**src/rtl/twb_status_pkg.sv**
```systemverilog
package twb_status_pkg;

   localparam int BIT_XFER_DONE   = 0;
   localparam int BIT_RX_AVAIL    = 1;
   localparam int BIT_TX_FREE     = 2;
   localparam int BIT_SLV_RD      = 3;
   localparam int BIT_SLV_SEL     = 4;
   localparam int BIT_GEN_CALL    = 5;
   localparam int BIT_RX_OVERRUN  = 6;
   localparam int BIT_NACK_SEEN   = 8;
   localparam int BIT_ARB_LOST    = 9;
   localparam int BIT_CLK_STRETCH = 10;
   localparam int MIN_WORD_W      = 11;
   localparam int NUM_LEVELS      = 4;

   typedef struct packed {
      logic clk_stretch;
      logic gen_call;
      logic slv_sel;
      logic slv_rd;
   } twb_levels_t;

endpackage

```
**src/rtl/twb_flag_cell.sv**
```systemverilog
module twb_flag_cell #(
   parameter bit SET_WINS = 1'b1,
   parameter bit RST_VAL  = 1'b0
) (
   input  logic clk,
   input  logic rst_n,
   input  logic set_i,
   input  logic clr_i,
   output logic q_o
);
   logic nxt;

   generate
      if (SET_WINS) begin : g_set_prio
         always_comb begin
            if (set_i)      nxt = 1'b1;
            else if (clr_i) nxt = 1'b0;
            else            nxt = q_o;
         end
      end else begin : g_clr_prio
         always_comb begin
            if (clr_i)      nxt = 1'b0;
            else if (set_i) nxt = 1'b1;
            else            nxt = q_o;
         end
      end
   endgenerate

   always_ff @(posedge clk or negedge rst_n) begin
      if (!rst_n) q_o <= RST_VAL;
      else        q_o <= nxt;
   end

   generate
      if (SET_WINS) begin : g_chk
         p_set_prio_r11 : assert property (@(posedge clk) disable iff (!rst_n)
            set_i |=> q_o);
      end
   endgenerate
endmodule

```
**src/rtl/twb_tx_track.sv**
```systemverilog
module twb_tx_track #(
   parameter bit SET_WINS = 1'b1
) (
   input  logic clk,
   input  logic rst_n,
   input  logic slave_mode,
   input  logic ev_start,
   input  logic ev_stop,
   input  logic ev_rs_match,
   input  logic ev_rs_miss,
   input  logic ev_hold_to_shift,
   input  logic ev_shift_empty,
   input  logic ev_ack,
   input  logic ev_nack,
   input  logic ev_enable,
   input  logic sw_thr_wr,
   input  logic nack_flag,
   output logic xfer_done,
   output logic tx_free
);
   logic hold_full, shift_busy;
   logic wr_ok, frozen;
   logic xd_set, xd_clr, tf_set, tf_clr;

   assign frozen = tx_free & nack_flag;
   assign wr_ok  = sw_thr_wr & ~frozen;

   twb_flag_cell #(.SET_WINS(SET_WINS), .RST_VAL(1'b0)) u_hold (
      .clk(clk), .rst_n(rst_n),
      .set_i(wr_ok), .clr_i(ev_hold_to_shift | ev_nack), .q_o(hold_full));

   twb_flag_cell #(.SET_WINS(SET_WINS), .RST_VAL(1'b0)) u_shift (
      .clk(clk), .rst_n(rst_n),
      .set_i(ev_hold_to_shift), .clr_i(ev_shift_empty | ev_nack), .q_o(shift_busy));

   always_comb begin
      if (slave_mode) begin
         xd_set = ev_stop | ev_rs_miss;
         xd_clr = ev_start | ev_rs_match;
         tf_set = ev_ack | ev_nack;
      end else begin
         xd_set = (ev_stop & ~hold_full & ~shift_busy) | ev_nack;
         xd_clr = ev_start;
         tf_set = ev_enable | ev_hold_to_shift | ev_nack;
      end
      tf_clr = wr_ok;
   end

   twb_flag_cell #(.SET_WINS(SET_WINS), .RST_VAL(1'b0)) u_xfer (
      .clk(clk), .rst_n(rst_n),
      .set_i(xd_set), .clr_i(xd_clr), .q_o(xfer_done));

   twb_flag_cell #(.SET_WINS(SET_WINS), .RST_VAL(1'b0)) u_free (
      .clk(clk), .rst_n(rst_n),
      .set_i(tf_set), .clr_i(tf_clr), .q_o(tx_free));

   p_master_done_cause_r2 : assert property (@(posedge clk) disable iff (!rst_n)
      ($rose(xfer_done) && !$past(slave_mode)) |-> $past(ev_stop || ev_nack));

   p_slave_done_set_r3 : assert property (@(posedge clk) disable iff (!rst_n)
      (slave_mode && (ev_stop || ev_rs_miss)) |=> xfer_done);

   p_frozen_keeps_free_r9 : assert property (@(posedge clk) disable iff (!rst_n)
      (tx_free && nack_flag) |=> tx_free);

   p_slave_free_wait_r8 : assert property (@(posedge clk) disable iff (!rst_n)
      (slave_mode && $fell(tx_free)) |-> $past(sw_thr_wr));
endmodule

```
**src/rtl/twb_rx_track.sv**
```systemverilog
module twb_rx_track #(
   parameter bit SET_WINS = 1'b1
) (
   input  logic clk,
   input  logic rst_n,
   input  logic ev_byte_rx,
   input  logic sw_rhr_rd,
   input  logic sw_sr_rd,
   output logic rx_avail,
   output logic rx_overrun
);
   twb_flag_cell #(.SET_WINS(SET_WINS), .RST_VAL(1'b0)) u_avail (
      .clk(clk), .rst_n(rst_n),
      .set_i(ev_byte_rx), .clr_i(sw_rhr_rd), .q_o(rx_avail));

   twb_flag_cell #(.SET_WINS(SET_WINS), .RST_VAL(1'b0)) u_ovr (
      .clk(clk), .rst_n(rst_n),
      .set_i(ev_byte_rx & rx_avail), .clr_i(sw_sr_rd), .q_o(rx_overrun));

   p_rx_set_r4 : assert property (@(posedge clk) disable iff (!rst_n)
      (ev_byte_rx && !sw_rhr_rd) |=> rx_avail);

   p_overrun_r5 : assert property (@(posedge clk) disable iff (!rst_n)
      (ev_byte_rx && rx_avail) |=> rx_overrun);
endmodule

```
**src/rtl/twb_status_flags.sv**
```systemverilog
module twb_status_flags
   import twb_status_pkg::*;
#(
   parameter int STATUS_W = 32,
   parameter bit SET_WINS = 1'b1
) (
   input  logic                clk,
   input  logic                rst_n,
   input  logic                slave_mode,
   input  logic                ev_start,
   input  logic                ev_stop,
   input  logic                ev_rs_match,
   input  logic                ev_rs_miss,
   input  logic                ev_byte_rx,
   input  logic                ev_hold_to_shift,
   input  logic                ev_shift_empty,
   input  logic                ev_ack,
   input  logic                ev_nack,
   input  logic                ev_enable,
   input  logic                ev_arb_lost,
   input  logic                lv_slv_rd,
   input  logic                lv_slv_sel,
   input  logic                lv_gen_call,
   input  logic                lv_clk_stretch,
   input  logic                sw_thr_wr,
   input  logic                sw_rhr_rd,
   input  logic                sw_sr_rd,
   output logic [STATUS_W-1:0] status
);
   localparam int PAD_W = STATUS_W - MIN_WORD_W;

   generate
      if (STATUS_W < MIN_WORD_W) begin : g_bad_width
         $error("twb_status_flags: STATUS_W too small for flag layout");
      end
   endgenerate

   logic        xfer_done, tx_free, rx_avail, rx_overrun, nack_seen, arb_lost;
   twb_levels_t lv_q;

   twb_flag_cell #(.SET_WINS(SET_WINS), .RST_VAL(1'b0)) u_nack (
      .clk(clk), .rst_n(rst_n),
      .set_i(ev_nack), .clr_i(sw_sr_rd), .q_o(nack_seen));

   twb_flag_cell #(.SET_WINS(SET_WINS), .RST_VAL(1'b0)) u_arb (
      .clk(clk), .rst_n(rst_n),
      .set_i(ev_arb_lost), .clr_i(sw_sr_rd), .q_o(arb_lost));

   twb_tx_track #(.SET_WINS(SET_WINS)) u_tx (
      .clk(clk), .rst_n(rst_n), .slave_mode(slave_mode),
      .ev_start(ev_start), .ev_stop(ev_stop),
      .ev_rs_match(ev_rs_match), .ev_rs_miss(ev_rs_miss),
      .ev_hold_to_shift(ev_hold_to_shift), .ev_shift_empty(ev_shift_empty),
      .ev_ack(ev_ack), .ev_nack(ev_nack), .ev_enable(ev_enable),
      .sw_thr_wr(sw_thr_wr), .nack_flag(nack_seen),
      .xfer_done(xfer_done), .tx_free(tx_free));

   twb_rx_track #(.SET_WINS(SET_WINS)) u_rx (
      .clk(clk), .rst_n(rst_n),
      .ev_byte_rx(ev_byte_rx), .sw_rhr_rd(sw_rhr_rd), .sw_sr_rd(sw_sr_rd),
      .rx_avail(rx_avail), .rx_overrun(rx_overrun));

   always_ff @(posedge clk or negedge rst_n) begin
      if (!rst_n) lv_q <= '0;
      else begin
         lv_q.slv_rd      <= lv_slv_rd;
         lv_q.slv_sel     <= lv_slv_sel;
         lv_q.gen_call    <= lv_gen_call;
         lv_q.clk_stretch <= lv_clk_stretch;
      end
   end

   logic [MIN_WORD_W-1:0] low_word;

   always_comb begin
      low_word                  = '0;
      low_word[BIT_XFER_DONE]   = xfer_done;
      low_word[BIT_RX_AVAIL]    = rx_avail;
      low_word[BIT_TX_FREE]     = tx_free;
      low_word[BIT_SLV_RD]      = lv_q.slv_rd;
      low_word[BIT_SLV_SEL]     = lv_q.slv_sel;
      low_word[BIT_GEN_CALL]    = lv_q.gen_call;
      low_word[BIT_RX_OVERRUN]  = rx_overrun;
      low_word[BIT_NACK_SEEN]   = nack_seen;
      low_word[BIT_ARB_LOST]    = arb_lost;
      low_word[BIT_CLK_STRETCH] = lv_q.clk_stretch;
   end

   generate
      if (PAD_W > 0) begin : g_pad
         assign status = {{PAD_W{1'b0}}, low_word};
      end else begin : g_nopad
         assign status = low_word;
      end
   endgenerate

   p_master_nack_trio_r7 : assert property (@(posedge clk) disable iff (!rst_n)
      (!slave_mode && ev_nack) |=> (status[BIT_XFER_DONE] && status[BIT_TX_FREE]
                                    && status[BIT_NACK_SEEN]));

   p_sticky_nack_r10 : assert property (@(posedge clk) disable iff (!rst_n)
      (nack_seen && !sw_sr_rd) |=> nack_seen);

   p_level_copy_r12 : assert property (@(posedge clk) disable iff (!rst_n)
      1'b1 |=> (status[BIT_GEN_CALL] == $past(lv_gen_call)));
endmodule

```
**config.mk**
```make
export PLATFORM = sky130hd
export DESIGN_NAME = twb_status_flags
export DESIGN_NICKNAME = d
export VERILOG_FILES = /design/src/rtl/twb_status_pkg.sv /design/src/rtl/twb_flag_cell.sv /design/src/rtl/twb_tx_track.sv /design/src/rtl/twb_rx_track.sv /design/src/rtl/twb_status_flags.sv
export SDC_FILE = /design/constraint.sdc
export NUM_CORES = 1
export LEC_CHECK = 0
export BUFFER_PORTS_ARGS = -buffer_cell sky130_fd_sc_hd__buf_4
export CAP_MARGIN = 20
export CORE_MARGIN = 1
export CORE_UTILIZATION = 40
export DETAILED_ROUTE_END_ITERATION = 10
export PLACE_DENSITY = 0.87
export SYNTH_ARGS = -nofsm -noshare
export SYNTH_HDL_FRONTEND = slang
export SYNTH_SLANG_ARGS = --single-unit
```
**constraint.sdc**
```tcl
create_clock -name clk -period 1.9 [get_ports clk]
set_input_delay 0.19 -clock clk [delete_from_list [all_inputs] [get_ports clk]]
set_output_delay 0.19 -clock clk [all_outputs]
set_load 0.005 [all_outputs]
```
==> reports/results.txt <==
status = complete, no violations
Worst-Skew Late Latency = 0.26 ns
Num CTS Buffers = 3
Die Y = 42.6 µm
DP Area = 773 µm²
DR WL/cell = 10.3 µm
crit share post-route = 53.0%
Initial Utilization = 43.3%
total gr overflow = 0
detailed router's first-iteration violation count = 0
post-route worst setup slack = 0.893 ns
Finished Core Util = 52.9%
via/cell ratio = 4.14
Area Overhead vs Synth = 22.2%
number of global-route vias before repair = 394
leakage = 0.434 nW
CTS clk-pin slew, worst paths = 0.07 ns
CTS root buffer = clkbuf_4
Initial DRT Pass Iterations = 1
Hold Path Class = input port to register
register area share after synthesis = 45.5%
GRT Util Overall = 12.9%
CTS tree = yes
Avg Cell Area, Syn = 10.6 µm²
startpoint types = register
CTS H-tree depth = 1
Largest delay share family, worst path = flip-flops
Synth Instances = 62
hold_buf cts = 1
CP Cell Sequence = buf_4
final wirelength = 1080 µm
core area = 0.00152 mm²
first-pass GRT wire length = 1730 µm
Max-cap violations = 0
die area = 0.00181 mm²
post-route setup TNS = 0 ns
num ports = 53
Setup CP Type = register to output port
final cell count without fillers = 105
Pwr Total = 0.526 mW
unrepaired setup endpoints after global routing = no
maximum fanout along the worst path = 4
WHS = 0.0309 ns
Vias = 435
initial antenna violation count = 0
Placed Instances = 101
die span in x = 42.6 µm
Yosys reg bits = 12
Ant. Diodes = 0
Pwr per Cell Area = 652 mW/mm²
YS warnings = 0
Crit. End Element = output port
Bufs and invs on worst path = 1
Setup-failing EPs final = 0
post-synth cell types = 18
Critical Path RT = 1.71 ns
Clock Skew = 0.00683 ns
largest net degree at the start of global routing = 13
Worst Path Arrival = 0.82 ns
share of layout cells above drive strength 1 = 39.3%
largest stage delay on the critical path = 0.41 ns
GP Congestion = 0.692
Resize count post-CTS = 0
Final Hold Vio Count = 0
Clock Sink Count = 12
maximum vdd ir drop = 0.204 mV
Max Fclk = 0.993 GHz
dpl ws = 1.02 ns
# DRC = 0
post-route design area = 806 µm²
Synth Cell Area = 659 µm²
max-slew violation count = 0
Clock Tree Buf Depth = 2
placed wire-length estimate = 942 µm
post-layout min period = 1.01 ns
# rows = 14
Final ANT Viol Nets = 0
postcts setup bufs = 0
PortBufs = 30
Post-layout nets = 112
Critical Path Slowest Stage Cell = dfrtp_1
-- layout make-up --
class	instances	area, µm²
clock buffer	3	22.5
timing repair buffer	31	235
inverter	2	7.51
sequential	12	300
fill	151	718
tap	16	20.0
multi-input combinational	41	220
-- layout by cell type (no fill, tap or decap) --
cell,synthesis,routed
dfrtp_1,12,12
dlygate4sd3_1,0,1
nor2b_1,2,2
or2_1,1,1
nand2b_1,1,1
o221ai_2,1,1
nor3b_1,2,2
clkbuf_4,0,3
o21ai_1,1,1
nand2_1,1,1
nor3_1,1,1
a21o_1,3,3
conb_1,1,22
buf_4,28,30
a21oi_1,1,1
nand2b_4,1,1
a22o_1,2,2
inv_1,2,2
o22ai_1,1,1
nor2_1,1,1
-- synthesized netlist by cell type --
library cell	count	area share [%]
a22o_1	2	2.7
o21ai_1	1	0.76
nand2b_1	1	0.95
inv_1	2	1.1
a21o_1	3	3.4
or2_1	1	0.95
nor3_1	1	0.76
conb_1	1	0.57
nand2_1	1	0.57
nor2_1	1	0.57
a21oi_1	1	0.76
dfrtp_1	12	46
nor2b_1	2	1.9
buf_4	28	32
nor3b_1	2	2.3
o221ai_2	1	2.3
nand2b_4	1	2.1
o22ai_1	1	0.95
-- path summary, 6_finish.rpt --
check / startpoint / to / slack, ns / cells after the start
setup / recovery: u_nack.q_o / status[8] / 0.89 / 1
setup reg to reg: u_tx.u_xfer.q_o / u_tx.u_xfer.q_o / 1.01 / 3
hold reg to reg: u_arb.q_o / u_arb.q_o / 0.49 / 1
max in group asynchronous: rst_n / u_tx.u_shift.q_o / 1.45 / 2
min in group asynchronous: rst_n / status[10] / 0.30 / 2
hold / removal: lv_clk_stretch / status[10] / 0.03 / 1
-- cell families (layout without fill, tap and decap cells) --
family | Yosys count | count (layout) | share of synthesized area (%)
flip-flops | 12 | 12 | 45.5
other | 1 | 22 | 0.569
AO/OA/AOI/OAI | 9 | 9 | 10.8
AND/OR/NAND/NOR | 10 | 10 | 10.1
buffers and inverters | 30 | 36 | 33.0
-- sequential cells by signal (all words and copies together), names as in the netlist --
register,count
u_tx.u_hold.q_o,1
u_nack.q_o,1
u_tx.u_free.q_o,1
u_tx.u_shift.q_o,1
u_rx.u_avail.q_o,1
u_arb.q_o,1
u_rx.u_ovr.q_o,1
status,4
u_tx.u_xfer.q_o,1
-- report_power, final --
| group | internal [mW] | leakage [nW] | switching [mW] |
|---|---|---|---|
| Combinational | 0.0590 | 0.286 | 0.0402 |
| Sequential | 0.272 | 0.134 | 0.0102 |
| Clock | 0.0730 | 0.0138 | 0.0713 |
-- metal layers --
layer  wire length [µm]  up-vias  track usage, %
li1                   -      205               -
met1                333      201            14.2
met2                629       29            21.8
met3                118        0            3.88
met4                  0        0            7.50
met5                  0        -               0
No activity file was read; power rests on OpenSTA's default activity.
